$ cat src/rtl/mac_seq_pkg.sv
package mac_seq_pkg;
  typedef enum logic [1:0] {
    ST_IDLE = 2'd0,
    ST_LOAD = 2'd1,
    ST_PROC = 2'd2,
    ST_DONE = 2'd3
  } mac_state_e;
endpackage

$ cat src/rtl/mac_en_reg.sv
module mac_en_reg #(
  parameter int unsigned W = 8
) (
  input  logic         clk_i,
  input  logic         rst_ni,
  input  logic         en_i,
  input  logic [W-1:0] d_i,
  output logic [W-1:0] q_o
);
  always_ff @(posedge clk_i or negedge rst_ni) begin
    if (!rst_ni)   q_o <= '0;
    else if (en_i) q_o <= d_i;
  end
endmodule

$ cat src/rtl/mac_seq_ctrl.sv
module mac_seq_ctrl
  import mac_seq_pkg::*;
(
  input  logic clk_i,
  input  logic rst_ni,
  input  logic valid_i,
  output logic ld_ops_o,
  output logic acc_en_o,
  output logic done_o
);
  mac_state_e state_q, state_d;

  always_comb begin
    state_d = state_q;
    unique case (state_q)
      ST_IDLE: if (valid_i) state_d = ST_LOAD;
      ST_LOAD: state_d = ST_PROC;
      ST_PROC: state_d = ST_DONE;
      ST_DONE: state_d = ST_IDLE;
      default: state_d = ST_IDLE;
    endcase
  end

  always_ff @(posedge clk_i or negedge rst_ni) begin
    if (!rst_ni) state_q <= ST_IDLE;
    else         state_q <= state_d;
  end

  assign ld_ops_o = (state_q == ST_LOAD);
  assign acc_en_o = (state_q == ST_PROC);
  assign done_o   = (state_q == ST_DONE);

  AST_IDLE_WAITS: assert property (@(posedge clk_i) disable iff (!rst_ni)
    (state_q == ST_IDLE && !valid_i) |=> state_q == ST_IDLE);
  AST_ACCEPT: assert property (@(posedge clk_i) disable iff (!rst_ni)
    (state_q == ST_IDLE && valid_i) |=> state_q == ST_LOAD);
  AST_LOAD_TO_PROC: assert property (@(posedge clk_i) disable iff (!rst_ni)
    state_q == ST_LOAD |=> state_q == ST_PROC);
  AST_PROC_TO_DONE: assert property (@(posedge clk_i) disable iff (!rst_ni)
    state_q == ST_PROC |=> state_q == ST_DONE);
  AST_DONE_PULSE: assert property (@(posedge clk_i) disable iff (!rst_ni)
    done_o |=> !done_o);
  AST_ENABLES_EXCL: assert property (@(posedge clk_i) disable iff (!rst_ni)
    $countones({ld_ops_o, acc_en_o, done_o}) <= 1);
endmodule

$ cat src/rtl/mac_seq_dp.sv
module mac_seq_dp #(
  parameter int unsigned OP_W  = 8,
  parameter int unsigned ACC_W = 32
) (
  input  logic             clk_i,
  input  logic             rst_ni,
  input  logic             ld_ops_i,
  input  logic             acc_en_i,
  input  logic [OP_W-1:0]  op_a_i,
  input  logic [OP_W-1:0]  op_b_i,
  output logic [ACC_W-1:0] acc_o
);
  localparam int unsigned PROD_W = 2 * OP_W;
  localparam int unsigned PAD_W  = ACC_W - PROD_W;

  logic [OP_W-1:0]   a_q, b_q;
  logic [PROD_W-1:0] prod;
  logic [ACC_W-1:0]  sum;

  mac_en_reg #(.W(OP_W)) u_reg_a (
    .clk_i(clk_i), .rst_ni(rst_ni), .en_i(ld_ops_i), .d_i(op_a_i), .q_o(a_q));
  mac_en_reg #(.W(OP_W)) u_reg_b (
    .clk_i(clk_i), .rst_ni(rst_ni), .en_i(ld_ops_i), .d_i(op_b_i), .q_o(b_q));

  assign prod = a_q * b_q;
  // zero-extend, wrap modulo 2^ACC_W
  assign sum  = acc_o + {{PAD_W{1'b0}}, prod};

  mac_en_reg #(.W(ACC_W)) u_reg_acc (
    .clk_i(clk_i), .rst_ni(rst_ni), .en_i(acc_en_i), .d_i(sum), .q_o(acc_o));

  AST_OPS_HELD: assert property (@(posedge clk_i) disable iff (!rst_ni)
    !ld_ops_i |=> ($stable(a_q) && $stable(b_q)));
  AST_ACC_HELD: assert property (@(posedge clk_i) disable iff (!rst_ni)
    !acc_en_i |=> $stable(acc_o));
  AST_ACC_STEP: assert property (@(posedge clk_i) disable iff (!rst_ni)
    acc_en_i |=> acc_o == $past(acc_o) + ACC_W'($past(a_q) * $past(b_q)));
endmodule

$ cat src/rtl/mac_seq_unit.sv
module mac_seq_unit #(
  parameter int unsigned OP_W  = 8,
  parameter int unsigned ACC_W = 32
) (
  input  logic             clk_i,
  input  logic             rst_ni,
  input  logic             valid_i,
  input  logic [OP_W-1:0]  op_a_i,
  input  logic [OP_W-1:0]  op_b_i,
  output logic [ACC_W-1:0] acc_o,
  output logic             done_o
);
  logic ld_ops, acc_en;

  mac_seq_ctrl u_ctrl (
    .clk_i(clk_i), .rst_ni(rst_ni), .valid_i(valid_i),
    .ld_ops_o(ld_ops), .acc_en_o(acc_en), .done_o(done_o));

  mac_seq_dp #(.OP_W(OP_W), .ACC_W(ACC_W)) u_dp (
    .clk_i(clk_i), .rst_ni(rst_ni), .ld_ops_i(ld_ops), .acc_en_i(acc_en),
    .op_a_i(op_a_i), .op_b_i(op_b_i), .acc_o(acc_o));

  AST_ACC_MOVES_BEFORE_DONE: assert property (@(posedge clk_i) disable iff (!rst_ni)
    !$stable(acc_o) |-> done_o);
endmodule

$ cat config.mk
export PLATFORM = sky130hd
export DESIGN_NAME = mac_seq_unit
export DESIGN_NICKNAME = d
export VERILOG_FILES = /design/src/rtl/mac_seq_pkg.sv /design/src/rtl/mac_en_reg.sv /design/src/rtl/mac_seq_ctrl.sv /design/src/rtl/mac_seq_dp.sv /design/src/rtl/mac_seq_unit.sv
export SDC_FILE = /design/constraint.sdc
export NUM_CORES = 1
export LEC_CHECK = 0
export BUFFER_PORTS_ARGS = -buffer_cell sky130_fd_sc_hd__buf_2
export CAP_MARGIN = 40
export CORE_MARGIN = 3
export CORE_UTILIZATION = 32
export DETAILED_ROUTE_END_ITERATION = 8
export HOLD_SLACK_MARGIN = 0.08
export PLACE_DENSITY = 0.49
export SYNTH_ARGS = -nofsm -noshare
export SYNTH_HDL_FRONTEND = slang
export SYNTH_SLANG_ARGS = --single-unit
$ cat constraint.sdc
create_clock -name clk_i -period 4.9 [get_ports clk_i]
set_input_delay 1.47 -clock clk_i [delete_from_list [all_inputs] [get_ports clk_i]]
set_output_delay 1.47 -clock clk_i [all_outputs]
set_load 0.05 [all_outputs]
== Word-level counts from Yosys, hierarchy flattened ==
Cells that the tools add are included.

* Register bits: 50
* Bits of input ports: 19
* Output and inout port bits: 33
* Logic and storage cells: 13

* $add $sub $neg: 1
* $mul: 1
* Eq/ne operators: 4
* Muxes and demuxes: 2
* Reduce and logical (&&, ||, !) cells: 1

{| class="wikitable"
|+ Operators by type and width
! operator !! count
|-
| $add A32 B16 Y32 || 1
|-
| $mul A8 B8 Y16 || 1
|-
| $pmux W2 S4 || 1
|-
| $eq A2 B2 Y1 const B || 2
|-
| $eq A2 B1 Y1 const B || 1
|-
| $logic_not A2 Y1 || 1
|-
| $mux W2 || 1
|-
| $ne A2 B2 Y1 const B || 1
|}

== Logic depth before layout (Yosys ltp) ==
* Depth after elaboration: 2
* Gate-level depth with buffers: 18
* Mapped depth without buffers: 17

== Cells and area by module ==
A second synthesis with hierarchy kept.

* Cells, all modules: 492
* Area total of the unflattened synthesis: 5,211.2 um^2

{| class="wikitable"
|+ By module, submodules not included
! module !! instances !! cells an instance !! area an instance (um^2) !! sequential area each (um^2)
|-
| mac_seq_dp || 1 || 377 || 3,040.4 || 0.0
|-
| mac_en_reg (u_dp.u_reg_acc) || 1 || 68 || 1,345.0 || 800.8
|-
| mac_en_reg (u_dp.u_reg_a ...) || 2 || 17 || 331.6 || 200.2
|-
| mac_seq_ctrl || 1 || 13 || 162.7 || 50.0
|}

== Worst setup path after synthesis ==
OpenSTA, ideal clock, no wires.

* Path kind: register to register
* From: register u_dp.u_reg_a.q_o[5]
* To: register u_dp.u_reg_acc.q_o[12]
* Library setup time: 0.125 ns
* Arrival: 4.322 ns
* Data required time: 4.775 ns
* Path slack: 0.454 ns
* Cell stages (with the launch flop): 16
* Path buffers: 1
* Period minus slack after synthesis: 4.446 ns
* Cells stage by stage: dfrtp_1 > clkbuf_1 > nand2_1 > fa_1 > inv_1 > fa_1 > fa_1 > inv_1 > fa_1 > inv_1 > ha_1 > a2111o_1 > o21ai_1 > o21bai_1 > xor2_1 > mux2_2

* Word-level cells in the longest chain between the ends: 2

{| class="wikitable"
|+ Ends and longest elaborated chain
! what !! line !! source
|-
| start: declaration || mac_en_reg.sv:8 || <nowiki>output logic [W-1:0] q_o</nowiki>
|-
| start signal: assignment || mac_en_reg.sv:12 || <nowiki>else if (en_i) q_o <= d_i;</nowiki>
|-
| $mul A8 B8 Y16 || mac_seq_dp.sv:25 || <nowiki>assign prod = a_q * b_q;</nowiki>
|-
| $add A32 B16 Y32 || mac_seq_dp.sv:27 || <nowiki>assign sum = acc_o + {{PAD_W{1'b0}}, prod};</nowiki>
|-
| end signal: assignment || mac_en_reg.sv:12 ||
|-
| end: declaration || mac_en_reg.sv:8 ||
|}

Every way passes these cells.
A chain may end at the register's enable or synchronous reset.

== Worst setup path in the final report ==
* From: register u_dp.u_reg_a.q_o[3]
* To: register u_dp.u_reg_acc.q_o[22]

Same word-level chain as after synthesis.

==> results.md <==
* Slew of the pin with the lowest slew margin at 0.800 ns
* Synth warnings at 0
* Clock Latency Late Sink at 0.30 ns
* Die W at 127 µm
* CP max FO at 9
* Mapped Cells at 479
* Clock sink count at 50
* CP Class: reg2reg
* Buf/Inv on CP at 2
* Drt pass-1 iters at 4
* Maxcap violations at 0
* Fin. Hold Viols at 0
* CTS tree: done
* H-tree Lvls at 2
* Vias at 3,400
* Post-Syn Nets at 594
* Vias in the first global route at 3,572
* Root buffer selected by CTS: clkbuf_16
* Nets at 648
* Crit path max-delay family: adder cells
* WL/cell at 14.2 µm
* Crit path cell chain: and2_1, fa_1, fa_1, fa_1, inv_1, fa_1, inv_1, ha_2, o21ai_2, a2111oi_2, o21ai_2, a31oi_4, nand4_1, xnor2_1
* Placeable Area at 14,100 µm²
* IO Pins at 52
* Tcrit/Tclk final at 94.3%
* # fillers at 1,420
* Chip height at 127 µm
* Vias/cell at 4.76
* Setup TNS at 0 ns
* Placer Congestion at 0.804
* Initial antenna violation count at 0
* Final Skew at 0.0101 ns
* Initial core utilization at 33.3%
* Avg Inst Size Synth at 9.83 µm²
* All-Layer GR Usage at 13.6%
* Flop2flop setup slack at 0.28 ns
* Die ar. at 16,200 µm²
* CP Launch Type: flop
* Rows at 43
* Final ANT Viol Nets at 0
* Antenna cells at 0
* Residual DRC count at 0
* Critical path arrival at 4.81 ns
* Top cell by count, worst path: fa_1
* Max Root-Sink Buffers at 2
* Final Critical Period at 4.62 ns
* CTS buffer count at 5
* Outcome: completed
* Routed wire length at 10,100 µm
* Drt initial violations at 168
* Detailed Place HPWL at 8360 µm
* Pins over their slew limit at 0
* Largest net degree at the start of global routing at 32
* HP Class: reg2reg
* Layout area overhead at 14.8%
* Input/output buffers at 51
* Grt total ovfl at 0
* Fmax at 216 MHz
* Share of cells above drive strength 1 at 18.7%
* Slowest stage delay, CP at 0.55 ns
* Seq cells post-synth at 50
* First-pass GRT wire length at 17,700 µm
* Seq/Total Area, Yosys at 26.6%
* WP data required at 5.09 ns
* Clock Pin Slew Worst Setup and Hold Paths at 0.07 ns
* Setup Viol. Count Final at 0
* CP endpoint kind: flop
* Unrepaired setup endpoints after global routing: false
* Synthesized cell area at 4710 µm²
* Hold buffers post-CTS at 0
* Slowest CP cell: fa_1
* Relative slew slack at 46.6%
* Count of cell types in the netlist at 44
## Yosys cell counts
master     number  area share (%)
nand4_1         2            0.27
a211o_1         1            0.19
o211ai_1        2            0.32
and4_1          1            0.19
clkbuf_1        7            0.56
o31ai_2         1            0.27
o22ai_1         1            0.13
o311ai_0        1            0.19
nor3_1          5            0.53
a21oi_2         1            0.19
a21boi_0        4            0.64
nand2b_1        4            0.53
o311ai_1        1            0.19
o21ai_1         1            0.11
o21a_1          3            0.48
or4_1           1            0.16
a21oi_1        11             1.2
and3_2          1            0.16
a21bo_2         1            0.21
mux2_2         21             5.0
a2111o_1        1            0.24
xnor2_1        18             3.3
a21o_2          1            0.19
o21ai_2         2            0.37
buf_1           2            0.16
a211oi_1        2            0.32
a21o_1          6            0.96
a22oi_1         2            0.32
and3_1          4            0.53
nand3_1        10             1.1
o21bai_1        1            0.16
nor2_1         10            0.80
fa_1           50              21
a2111oi_2       2            0.64
nand2_1        44             3.5
dfrtp_1        50              27
o21ai_0        11             1.2
a31oi_4         1            0.45
mux2i_1         1            0.21
xor2_1          4            0.74
ha_1           46              12
and2_1         37             4.9
inv_1         102             8.1
nor2b_1         2            0.27
## per-stage QoR
stage | instance area, µm² | hold WS (ns) | setup slack (ns) | instances | utilization, %
floorplan | 4710 | 0.533 | 0.454 | 479 | -
global placement | 5190 | 0.454 | 0.306 | 706 | 36.7
detailed placement | 5190 | 0.468 | 0.224 | 706 | 36.7
CTS | 5390 | 0.478 | 0.220 | 714 | 38.1
global route | 5410 | 0.506 | 0.00218 | 714 | 38.2
finish | 5410 | 0.478 | 0.280 | 714 | 38.2
## per-layer routing
layer	vias up	GRT usage [%]	wire [µm]
li1	1620	-	-
met1	1726	18.1	4620
met2	47	22.8	5030
met3	7	2.76	379
met4	0	3.28	110
met5	-	0	0
## logic make-up after synthesis
logic type      after synthesis  share of synthesized area [%]
compound gates               57                           8.87
xor+xnor                     22                           4.09
fa+ha+maj                    96                           33.5
buf+inv                     111                           8.85
flops                        50                           26.6
mux                          22                           5.23
simple gates                121                           12.9
## worst register-to-register path, stage by stage, from the launching register on
cell and delay [ns]:
dfrtp_1 0.47, and2_1 0.21, fa_1 0.49, fa_1 0.53, fa_1 0.55, inv_1 0.05
fa_1 0.53, inv_1 0.04, ha_2 0.39, o21ai_2 0.09, a2111oi_2 0.39, o21ai_2 0.14
a31oi_4 0.31, nand4_1 0.17, xnor2_1 0.14
## registers in the layout, indices dropped and copies added, names as in the netlist
register            cells
u_ctrl.state_q          2
u_dp.u_reg_acc.q_o     32
u_dp.u_reg_a.q_o        8
u_dp.u_reg_b.q_o        8
## cells in the final DEF (no fill, tap or decap), drive strengths merged, types with 3 or more instances in the layout
master	netlist	layout
fa	50	50
a21boi	4	4
dfrtp	50	50
buf	2	56
mux2	21	21
nand2b	4	4
and3	5	5
o21a	3	3
clkbuf	7	5
nor2	10	10
and2	37	37
nand3	10	10
inv	102	102
ha	46	46
nand2	44	44
xor2	4	4
a21oi	12	12
xnor2	18	18
a21o	7	7
nor3	5	5
o21ai	14	14
## worst paths after layout
check,start,end,cells after the start
max,u_dp.u_reg_a.q_o[3],u_dp.u_reg_acc.q_o[22],14
min,u_dp.u_reg_acc.q_o[31],u_dp.u_reg_acc.q_o[31],1
max reg2reg,u_dp.u_reg_a.q_o[3],u_dp.u_reg_acc.q_o[22],14
min reg2reg,u_dp.u_reg_acc.q_o[31],u_dp.u_reg_acc.q_o[31],1
max in group asynchronous,rst_ni,u_dp.u_reg_acc.q_o[27],2
min in group asynchronous,rst_ni,u_dp.u_reg_acc.q_o[3],1
## cell type report
| cell class | instances | area [µm²] | share of cell area, % |
|---|---|---|---|
| clock buffers | 5 | 125 | 2.31 |
| clock inverters | 3 | 68.8 | 1.27 |
| inverters | 102 | 383 | 7.08 |
| multi-input cells | 318 | 3060 | 56.5 |
| flip-flops and latches | 50 | 1260 | 23.2 |
| well taps | 180 | 225 | 4.16 |
| repair buffers | 56 | 293 | 5.41 |
## repair_timing
action / CTS / global route
resized for setup: 0 / 6
setup endpoints to repair: 0 / 3
buffers inserted: 0 / 0
endpoints found under the hold margin: 0 / 0
Power is left out: the tool's default activity adds up to more than one toggle a clock period on the data nets, which glitch-free logic cannot reach.
